## config.mk

```make
export PLATFORM = sky130hd
export DESIGN_NAME = dspAccUnit
export DESIGN_NICKNAME = d
export VERILOG_FILES = /design/src/rtl/accPkg.sv /design/src/rtl/accCtrl.sv /design/src/rtl/accData.sv /design/src/rtl/dspAccUnit.sv
export SDC_FILE = /design/constraint.sdc
export NUM_CORES = 1
export LEC_CHECK = 0
export ABC_CLOCK_PERIOD_IN_PS = 15950
export BUFFER_PORTS_ARGS = -buffer_cell sky130_fd_sc_hd__buf_2
export CAP_MARGIN = 20
export CORE_MARGIN = 8
export CORE_UTILIZATION = 60
export CTS_CLUSTER_SIZE = 25
export DETAILED_ROUTE_END_ITERATION = 6
export PLACE_DENSITY = 0.89
export SLEW_MARGIN = 20
export SYNTH_ARGS = -nofsm -noshare
export SYNTH_HDL_FRONTEND = slang
export SYNTH_SLANG_ARGS = --single-unit
```

## constraint.sdc

```tcl
create_clock -name clk -period 15.95 [get_ports clk]
set_input_delay 3.19 -clock clk [delete_from_list [all_inputs] [get_ports clk]]
set_output_delay 3.19 -clock clk [all_outputs]
set_load 0.02 [all_outputs]
```

## src/rtl/accPkg.sv

```systemverilog
package accPkg;

  typedef enum logic [3:0] {
    OP_LOAD  = 4'd0,
    OP_MUL   = 4'd1,
    OP_MAC   = 4'd2,
    OP_MSB   = 4'd3,
    OP_SRA_R = 4'd4,
    OP_SRL_R = 4'd5,
    OP_SRA_I = 4'd6,
    OP_SRL_I = 4'd7,
    OP_CMP   = 4'd8,
    OP_RND   = 4'd9
  } opKind_e;

  typedef enum logic [2:0] {
    FN_LOAD,
    FN_MUL,
    FN_MAC,
    FN_MSB,
    FN_SRA,
    FN_SRL
  } accFn_e;

  // strobes from control to datapath; all zero when idle
  typedef struct packed {
    logic   wrAcc;
    logic   doCmp;
    logic   doRnd;
    logic   immShift;
    logic   bad;
    accFn_e fn;
  } ctrlStrobe_t;

endpackage

```

## src/rtl/accCtrl.sv

```systemverilog
module accCtrl
  import accPkg::*;
#(
  parameter int SHAMT_W = 5,
  parameter int SHMAX   = 16
) (
  input  logic               clk,
  input  logic               rstN,
  input  logic               start,
  input  logic [3:0]         opCode,
  input  logic [SHAMT_W-1:0] regAmt,
  output ctrlStrobe_t        strb,
  output logic               validOut
);

  localparam logic [SHAMT_W-1:0] SH_LIM = SHAMT_W'(SHMAX);

  ctrlStrobe_t dec;
  logic        amtOk;

  assign amtOk = (regAmt <= SH_LIM);

  always_comb begin
    dec = '0;
    case (opCode)
      OP_LOAD:  begin dec.wrAcc = 1'b1; dec.fn = FN_LOAD; end
      OP_MUL:   begin dec.wrAcc = 1'b1; dec.fn = FN_MUL;  end
      OP_MAC:   begin dec.wrAcc = 1'b1; dec.fn = FN_MAC;  end
      OP_MSB:   begin dec.wrAcc = 1'b1; dec.fn = FN_MSB;  end
      OP_SRA_R: begin dec.wrAcc = amtOk; dec.bad = !amtOk; dec.fn = FN_SRA; end
      OP_SRL_R: begin dec.wrAcc = amtOk; dec.bad = !amtOk; dec.fn = FN_SRL; end
      OP_SRA_I: begin dec.wrAcc = 1'b1; dec.immShift = 1'b1; dec.fn = FN_SRA; end
      OP_SRL_I: begin dec.wrAcc = 1'b1; dec.immShift = 1'b1; dec.fn = FN_SRL; end
      OP_CMP:   dec.doCmp = 1'b1;
      OP_RND:   dec.doRnd = 1'b1;
      default:  dec.bad = 1'b1;
    endcase
  end

  assign strb = start ? dec : '0;

  always_ff @(posedge clk) begin
    if (!rstN) validOut <= 1'b0;
    else       validOut <= start;
  end

endmodule

```

## src/rtl/accData.sv

```systemverilog
module accData
  import accPkg::*;
#(
  parameter int ACC_W   = 40,
  parameter int REG_W   = 16,
  parameter int NUM_ACC = 2,
  parameter int RSH_W   = 3,
  parameter int SEL_W   = 1,
  parameter int SHAMT_W = 5
) (
  input  logic              clk,
  input  logic              rstN,
  input  ctrlStrobe_t       strb,
  input  logic [SEL_W-1:0]  accSel,
  input  logic [REG_W-1:0]  opA,
  input  logic [REG_W-1:0]  opB,
  input  logic              fracMode,
  output logic [ACC_W-1:0]  accOut,
  output logic [REG_W-1:0]  regOut,
  output logic              flagF0,
  output logic              flagF1,
  output logic              illegal
);

  localparam int PROD_W = 2 * REG_W;
  localparam int WIDE_W = ACC_W + 8;
  localparam int IMM_W  = SHAMT_W - 1;

  localparam logic signed [WIDE_W-1:0] HALF =
    {{(WIDE_W-REG_W){1'b0}}, 1'b1, {(REG_W-1){1'b0}}};
  localparam logic signed [WIDE_W-1:0] POS_LIM =
    {{(WIDE_W-PROD_W+1){1'b0}}, {(PROD_W-1){1'b1}}};
  localparam logic signed [WIDE_W-1:0] NEG_LIM =
    {{(WIDE_W-PROD_W+1){1'b1}}, {(PROD_W-1){1'b0}}};

  logic [ACC_W-1:0] accBank [NUM_ACC];
  logic [SEL_W-1:0] lastSel;
  logic [ACC_W-1:0] accCur, accNext, prodAcc, loadVal;
  logic [PROD_W-1:0] rawProd;
  logic [PROD_W:0]   prodX;
  logic [SHAMT_W-1:0] immAmt, shAmt;
  logic signed [ACC_W-1:0] accSigned;
  logic signed [WIDE_W-1:0] wideAcc, shifted, rounded;
  logic [RSH_W-1:0] rAmt, negAmt;
  logic satHi, satLo, cmpEq, anyOp;
  logic [REG_W-1:0] rndOut;

  assign accCur    = accBank[accSel];
  assign accSigned = accCur;

  // product path, optionally doubled
  assign rawProd = opA * opB;
  assign prodX   = fracMode ? {rawProd, 1'b0} : {1'b0, rawProd};
  assign prodAcc = {{(ACC_W-PROD_W-1){1'b0}}, prodX};
  assign loadVal = {{(ACC_W-PROD_W){opA[REG_W-1]}}, opA, opB};

  // shift amount: register low bits, or immediate with 0 meaning full width
  assign immAmt = (opB[IMM_W-1:0] == '0) ? SHAMT_W'(REG_W)
                                         : {1'b0, opB[IMM_W-1:0]};
  assign shAmt  = strb.immShift ? immAmt : opB[SHAMT_W-1:0];

  always_comb begin
    case (strb.fn)
      FN_LOAD: accNext = loadVal;
      FN_MUL:  accNext = prodAcc;
      FN_MAC:  accNext = accCur + prodAcc;
      FN_MSB:  accNext = accCur - prodAcc;
      FN_SRA:  accNext = accSigned >>> shAmt;
      FN_SRL:  accNext = accCur >> shAmt;
      default: accNext = accCur;
    endcase
  end

  // rounded readout of the upper half
  assign wideAcc = {{(WIDE_W-ACC_W){accCur[ACC_W-1]}}, accCur};
  assign rAmt    = opB[RSH_W-1:0];
  assign negAmt  = ~rAmt + 1'b1;
  assign shifted = rAmt[RSH_W-1] ? (wideAcc >>> negAmt) : (wideAcc <<< rAmt);
  assign rounded = shifted + HALF;
  assign satHi   = rounded > POS_LIM;
  assign satLo   = rounded < NEG_LIM;
  assign rndOut  = satHi ? {1'b0, {(REG_W-1){1'b1}}}
                 : satLo ? {1'b1, {(REG_W-1){1'b0}}}
                 : rounded[PROD_W-1:REG_W];

  assign cmpEq = (accBank[0] == accBank[NUM_ACC-1]);
  assign anyOp = strb.wrAcc | strb.doCmp | strb.doRnd | strb.bad;

  always_ff @(posedge clk) begin
    if (!rstN) begin
      for (int i = 0; i < NUM_ACC; i++) accBank[i] <= '0;
    end else if (strb.wrAcc) begin
      for (int i = 0; i < NUM_ACC; i++)
        if (accSel == SEL_W'(i)) accBank[i] <= accNext;
    end
  end

  always_ff @(posedge clk) begin
    if (!rstN) begin
      regOut  <= '0;
      flagF0  <= 1'b0;
      flagF1  <= 1'b0;
      illegal <= 1'b0;
      lastSel <= '0;
    end else begin
      illegal <= strb.bad;
      if (anyOp) lastSel <= accSel;
      if (strb.doCmp) begin
        flagF1 <= flagF0;
        flagF0 <= cmpEq;
      end else if (strb.doRnd) begin
        flagF1 <= flagF0;
        flagF0 <= satHi | satLo;
        regOut <= rndOut;
      end
    end
  end

  assign accOut = accBank[lastSel];

endmodule

```

## src/rtl/dspAccUnit.sv

```systemverilog
module dspAccUnit
  import accPkg::*;
#(
  parameter int ACC_W   = 40,
  parameter int REG_W   = 16,
  parameter int NUM_ACC = 2,
  parameter int RSH_W   = 3,
  parameter int SEL_W   = $clog2(NUM_ACC)
) (
  input  logic             clk,
  input  logic             rstN,
  input  logic             start,
  input  logic [3:0]       opCode,
  input  logic [SEL_W-1:0] accSel,
  input  logic [REG_W-1:0] opA,
  input  logic [REG_W-1:0] opB,
  input  logic             fracMode,
  output logic             valid,
  output logic             illegal,
  output logic [REG_W-1:0] regOut,
  output logic             flagF0,
  output logic             flagF1,
  output logic [ACC_W-1:0] accOut
);

  localparam int SHAMT_W = $clog2(REG_W) + 1;

  ctrlStrobe_t strb;

  accCtrl #(.SHAMT_W(SHAMT_W), .SHMAX(REG_W)) i_ctrl (
    .clk(clk), .rstN(rstN), .start(start), .opCode(opCode),
    .regAmt(opB[SHAMT_W-1:0]), .strb(strb), .validOut(valid)
  );

  accData #(
    .ACC_W(ACC_W), .REG_W(REG_W), .NUM_ACC(NUM_ACC), .RSH_W(RSH_W),
    .SEL_W(SEL_W), .SHAMT_W(SHAMT_W)
  ) i_data (
    .clk(clk), .rstN(rstN), .strb(strb), .accSel(accSel), .opA(opA),
    .opB(opB), .fracMode(fracMode), .accOut(accOut), .regOut(regOut),
    .flagF0(flagF0), .flagF1(flagF1), .illegal(illegal)
  );

endmodule

```

## Yosys cells after proc, flatten, opt, wreduce, memory -nomap -nowiden

Memory sizes are Yosys's and may differ from the RTL's. A register that Yosys moved wholly into a read port is not among the register bits.
Index checks and enable logic that the tools add are counted.

| word-level totals | value |
|---|---|
| flip-flop bits (word level) | 21 |
| bits in writable memories | 80 |
| bits of input ports | 41 |
| output and inout port bits | 60 |
| memories kept | 1 |

| cells by class | value |
|---|---|
| add/sub/neg operators | 4 |
| multipliers | 1 |
| $lt $le $gt $ge | 3 |
| equal/unequal tests | 15 |
| shift operators | 4 |
| mux-type cells | 31 |
| bitwise operators | 8 |
| reduce and logical (&&, ||, !) cells | 12 |

Memories:

| name | depth | width | rd ports | clocked after Yosys merged registers in | write ports | RTL line | RTL |
|---|---|---|---|---|---|---|---|
| i_data.accBank | 2 | 40 | 4 | 1 | 2 | accData.sv:36 | `logic [ACC_W-1:0] accBank [NUM_ACC];` |

Operators with widths:

| cell | number |
|---|---|
| $pmux W40 S6 | 1 |
| $mux W40 | 2 |
| $add A48 B17 Y48 const B | 1 |
| $gt A48 B32 Y1 const B | 1 |
| $lt A48 B32 Y1 const B | 1 |
| $mux W48 | 1 |
| $sshl A40 B3 Y48 | 1 |
| $sshr A40 B3 Y48 | 1 |
| $add A40 B33 Y40 | 1 |
| $eq A40 B40 Y1 | 1 |
| $shr A40 B5 Y40 | 1 |
| $sshr A40 B5 Y40 | 1 |
| $sub A40 B33 Y40 | 1 |
| $mux W33 | 1 |
| $mul A16 B16 Y32 | 1 |
| $mux W16 | 2 |
| $mux W1 | 18 |
| $eq A4 B3 Y1 const B | 4 |
| $pmux W3 S5 | 1 |
| $mux W5 | 2 |
| $eq A4 B2 Y1 const B | 2 |
| $eq A4 B4 Y1 const B | 2 |
| $logic_not A4 Y1 | 2 |
| $mux W8 | 1 |
| 17 further kinds | 28 |

## Longest topological paths before layout

| depth | value |
|---|---|
| depth after elaboration | 9 |
| depth in mapped cells | 42 |

## Modules after synthesis

From an unflattened synthesis, not the netlist that was laid out.

| unflattened totals | value |
|---|---|
| cells, all modules | 2,885 |
| area, all modules | 23,827.9 µm² |

By module, submodules not included:

| module | instances | cells an instance | area each (µm²) | seq. area each (µm²) |
|---|---|---|---|---|
| accData | 1 | 2,870 | 23,711.5 | 2,822.7 |
| accCtrl | 1 | 15 | 116.4 | 20.0 |

## Least setup slack after synthesis

OpenSTA, ideal clock, no wires.

| timing path | value |
|---|---|
| path kind | in2reg |
| start point | in opB[2] |
| end point | mem i_data.accBank[0][38], data pin |
| arrival | 13,518 ps |
| data required time | 15,677 ps |
| setup slack | 2,159 ps |
| stages on the path | 39 |
| path buffers | 7 |
| cell sequence | clkbuf_1 clkbuf_1 clkbuf_1 clkbuf_1 clkbuf_1 clkbuf_1 nand2_1 fa_1 fa_1 inv_1 ha_1 fa_1 fa_1 inv_1 fa_1 inv_1 ha_1 clkbuf_1 (+3 left out) a21bo_2 or4b_1 a2111oi_0 nand4_1 nor4_1 nand4b_1 a2111o_1 a31oi_1 ha_1 a21o_1 a21o_1 and2_1 or3_1 nor3_1 nor2_1 a221oi_1 xor2_1 o22ai_1 |

RTL lines:

| what | RTL line | RTL |
|---|---|---|
| from (decl) | dspAccUnit.sv:16 | `input logic [REG_W-1:0] opB,` |
| to (decl) | accData.sv:36 |  |

==> summary.md <==
| Metric | Value |
|---|---|
| First-pass GRT wire length | `approximately 120000 µm` |
| Setup TNS | `0 ns` |
| Max Cap Viol | `0` |
| Worst R2R Setup Slack | `11.11 ns` |
| Crit Path Category | `in -> reg` |
| RSZ-0062 raised after global routing | `no` |
| Final ANT Viol Nets | `0` |
| I/O pin count | `between 100 and 150` |
| PostCTS Resize Cnt | `0` |
| Critical Path AT | `between 10 and 15 ns` |
| Min-delay src | `i_data.regOut[15]$_SDFFE_PN0P_` |
| Worst-path clk slew | `roughly 0.080 ns` |
| Dpl hpwl | `a little over 60000 µm` |
| Slowest CP cell | `a2111oi_0` |
| Fin crit period | `around 14 ns` |
| Die area | `roughly 0.046 mm²` |
| Number of enable flip-flop cells after synthesis | `80` |
| # Post-CTS Setup Buffers | `0` |
| Clock sink total | `slightly above 100` |
| Seq cells post-synth | `102` |
| CTS Buf Count | `9` |
| # port buffers | `100` |
| YS warnings | `0` |
| Largest stage delay, worst path | `around 0.74 ns` |
| Via density | `roughly 6.8` |
| Failing checks | `DRC` |
| Slew @ Worst Pin | `roughly 1.1 ns` |
| Die Span X | `about 220 µm` |
| Drt wl/cell | `23.28 µm` |
| DRC | `15` |
| Finish-stage setup viols | `0` |
| Most common cell on crit path | `fa_1` |
| Clock Tree Root | `clkbuf_16` |
| Design area | `around 0.025 mm²` |
| Hold path cells | `2` |
| Final Skew | `~0.0093 ns` |
| Clock latency on the worst-skew pair | `approximately 0.37 ns` |
| Yosys cell types | `90` |
| Pin count of the biggest net entering global routing | `between 60 and 70` |
| Pins over their slew limit | `0` |
| Gr usage total | `32.98%` |
| RR Endpoint | `i_data.regOut[3]$_SDFFE_PN0P_` |
| DP Area | `~0.024 mm²` |
| RD Place Congestion | `1.030` |
| Pre-antenna DRT Iters | `7` |
| Syn_area_per_cell | `slightly above 8 µm²` |
| R2R depth | `10` |
| Row Count | `73` |
| Syn Inst Count | `2907` |
| Final wirelength | `around 79000 µm` |
| Fin crit share | `between 80 and 90%` |
| Worst-path maximum fanout | `20` |
| DRC marker count from the first detailed-route iteration | `2804` |
| Ys async rst share | `0%` |
| Top_reg_cell synth | `edfxtp_1` |
| Mapped Area | `around 0.024 mm²` |
| Max transition margin | `around 27%` |
| DIE HEIGHT | `between 200 and 250 µm` |
| Total number of vias | `22950` |
| Hold EP | `i_data.regOut[15]$_SDFFE_PN0P_` |
| Synthesized Nets | `3289` |
| Share of layout cells above drive strength 1 | `between 10% and 20%` |
| GRT overflow | `0` |
| Critical path data required time | `roughly 16 ns` |
| Worst setup EP type | `flop` |
| R2R Path Start | `i_data.accBank[0][35]$_DFFE_PP_` |
| Clock Path Buffers | `2` |
| Initial antenna violation count | `1` |
| H-Tree Depth | `3` |
| CTS tree | `done` |
| Vias in the first global route | `~23000` |
| Status | `complete, but fails checks` |
| Layout net count | `~3200` |
| Max Clk Rate | `0.07176 GHz` |
| Tightest Hold Check Type | `reg -> reg` |
| Seq/Total Area, Yosys | `between 10% and 20%` |
| Starting density of the core | `between 60% and 70%` |
| Hold_buf cts | `0` |
| Area growth, synth to finish | `3.952%` |
| Final Hold Viols | `0` |
| Startpoint types | `primary input` |
| Core Region | `just under 0.04 mm²` |
metal layers:
layer	global-route usage (%)	up-vias	routed length (µm)
met3	5.590	264	8083
li1	-	10180	-
met4	15.66	2	3841
met5	0	-	14
met2	54.95	1480	36880
met1	41.26	11020	29970
metrics by stage:
stage	util [%]	instances	hold slack, ns	worst slack (ns)
3_5_place_dp	61.93	3368	0.4569	1.937
3_3_place_gp	61.93	3368	0.4485	2.499
4_1_cts	62.70	3384	0.4668	2.273
5_1_grt	62.71	3384	0.4921	1.375
6_report	62.72	3385	0.4677	2.016
2_1_floorplan	-	2907	0.4789	2.159
cell families after synthesis:
kind of cell	Yosys count	share of synthesized area [%]
simple gates	987	20.13
compound gates	637	18.19
buf+inv	465	7.642
fa+ha+maj	341	24.07
mux	252	13.50
xor+xnor	123	4.525
flops	102	11.94
worst max-delay path, delay by kind of cell:
family	cells	cell delay [ns]
buf+inv	5	0.54
fa+ha+maj	8	3.43
xor+xnor	2	0.33
simple gates	10	2.76
compound gates	11	3.74
area by class of cell:
| cell class | instances | area, µm² |
|---|---|---|
| Clock buffer | 9 | 225.2 |
| Sequential cell | 102 | 2844 |
| Antenna cell | 1 | 2.502 |
| Clock inverter | 7 | 80.08 |
| Tap cell | 525 | 656.9 |
| Multi-Input combinational cell | 2340 | 19210 |
| Fill cell | 3386 | 14710 |
| Inverter | 275 | 1032 |
| Timing Repair Buffer | 126 | 700.7 |
Yosys cell counts, drive strengths merged, types with 17 or more instances:
cell	count	area (µm²)
a211oi	18	135.1
a21o	40	300.3
a21oi	178	890.9
a221oi	20	175.2
a31oi	27	168.9
and2	141	882.1
and3	33	206.5
buf	44	239.0
clkbuf	146	548.0
dfxtp	22	440.4
edfxtp	80	2402
fa	195	3904
ha	146	1827
inv	275	1032
mux2	93	1047
mux2i	113	1131
mux4	46	1036
nand2	366	1374
nand2b	21	131.4
nand3	54	275.3
nand4	18	127.6
nor2	185	694.4
nor2b	21	131.4
nor3	45	225.2
nor4	20	131.4
o211ai	29	217.7
o21a	19	142.6
o21ai	102	510.5
o22ai	19	118.9
o31ai	19	142.6
o41ai	17	178.9
or3	26	162.7
xnor2	72	630.6
xor2	51	446.7
sequential cells by signal, summed over array words and instances, names as in the netlist, named ones only:
register         count
i_data.flagF0        1
i_data.accBank      80
i_data.illegal       1
i_data.flagF1        1
i_data.regOut       16
i_data.lastSel       1
i_ctrl.validOut      1
how the worst max path moves through the flow:
stage           start                              end  slack, ns
2_1_floorplan  opB[2]  i_data.accBank[0][38]$_DFFE_PP_       2.16
3_3_place_gp   opB[4]  i_data.accBank[0][38]$_DFFE_PP_       2.50
3_5_place_dp   opB[4]  i_data.accBank[0][38]$_DFFE_PP_       1.94
4_1_cts        opB[4]  i_data.accBank[1][38]$_DFFE_PP_       2.27
5_1_grt        opB[4]  i_data.accBank[1][38]$_DFFE_PP_       1.37
6_report       opB[4]  i_data.accBank[1][38]$_DFFE_PP_       2.02
placed cells by master (no fill, tap or decap), types with 13 or more instances in the layout:
| cell | instances |
|---|---|
| mux4_2 | 46 |
| or3_1 | 26 |
| nor2_1 | 185 |
| mux2i_1 | 113 |
| dfxtp_1 | 21 |
| fa_1 | 195 |
| a221oi_1 | 20 |
| xor2_1 | 51 |
| a31oi_1 | 26 |
| and3_1 | 33 |
| inv_1 | 274 |
| edfxtp_1 | 80 |
| a21o_1 | 40 |
| buf_4 | 28 |
| o21a_1 | 19 |
| mux2_2 | 93 |
| nor2b_1 | 21 |
| ha_1 | 146 |
| nand4_1 | 17 |
| nand2_1 | 365 |
| o31ai_1 | 18 |
| a211oi_1 | 18 |
| or2_2 | 13 |
| o22ai_1 | 19 |
| and2_1 | 140 |
| nor3_1 | 45 |
| xnor2_1 | 72 |
| buf_2 | 98 |
| nor4_1 | 19 |
| nand3_1 | 53 |
| o41ai_1 | 13 |
| o211ai_1 | 29 |
| a21oi_1 | 176 |
| o21ai_0 | 99 |
| nand2b_1 | 21 |
Power is left out: the tool's default activity adds up to more than one toggle a clock period on the data nets, which glitch-free logic cannot reach.
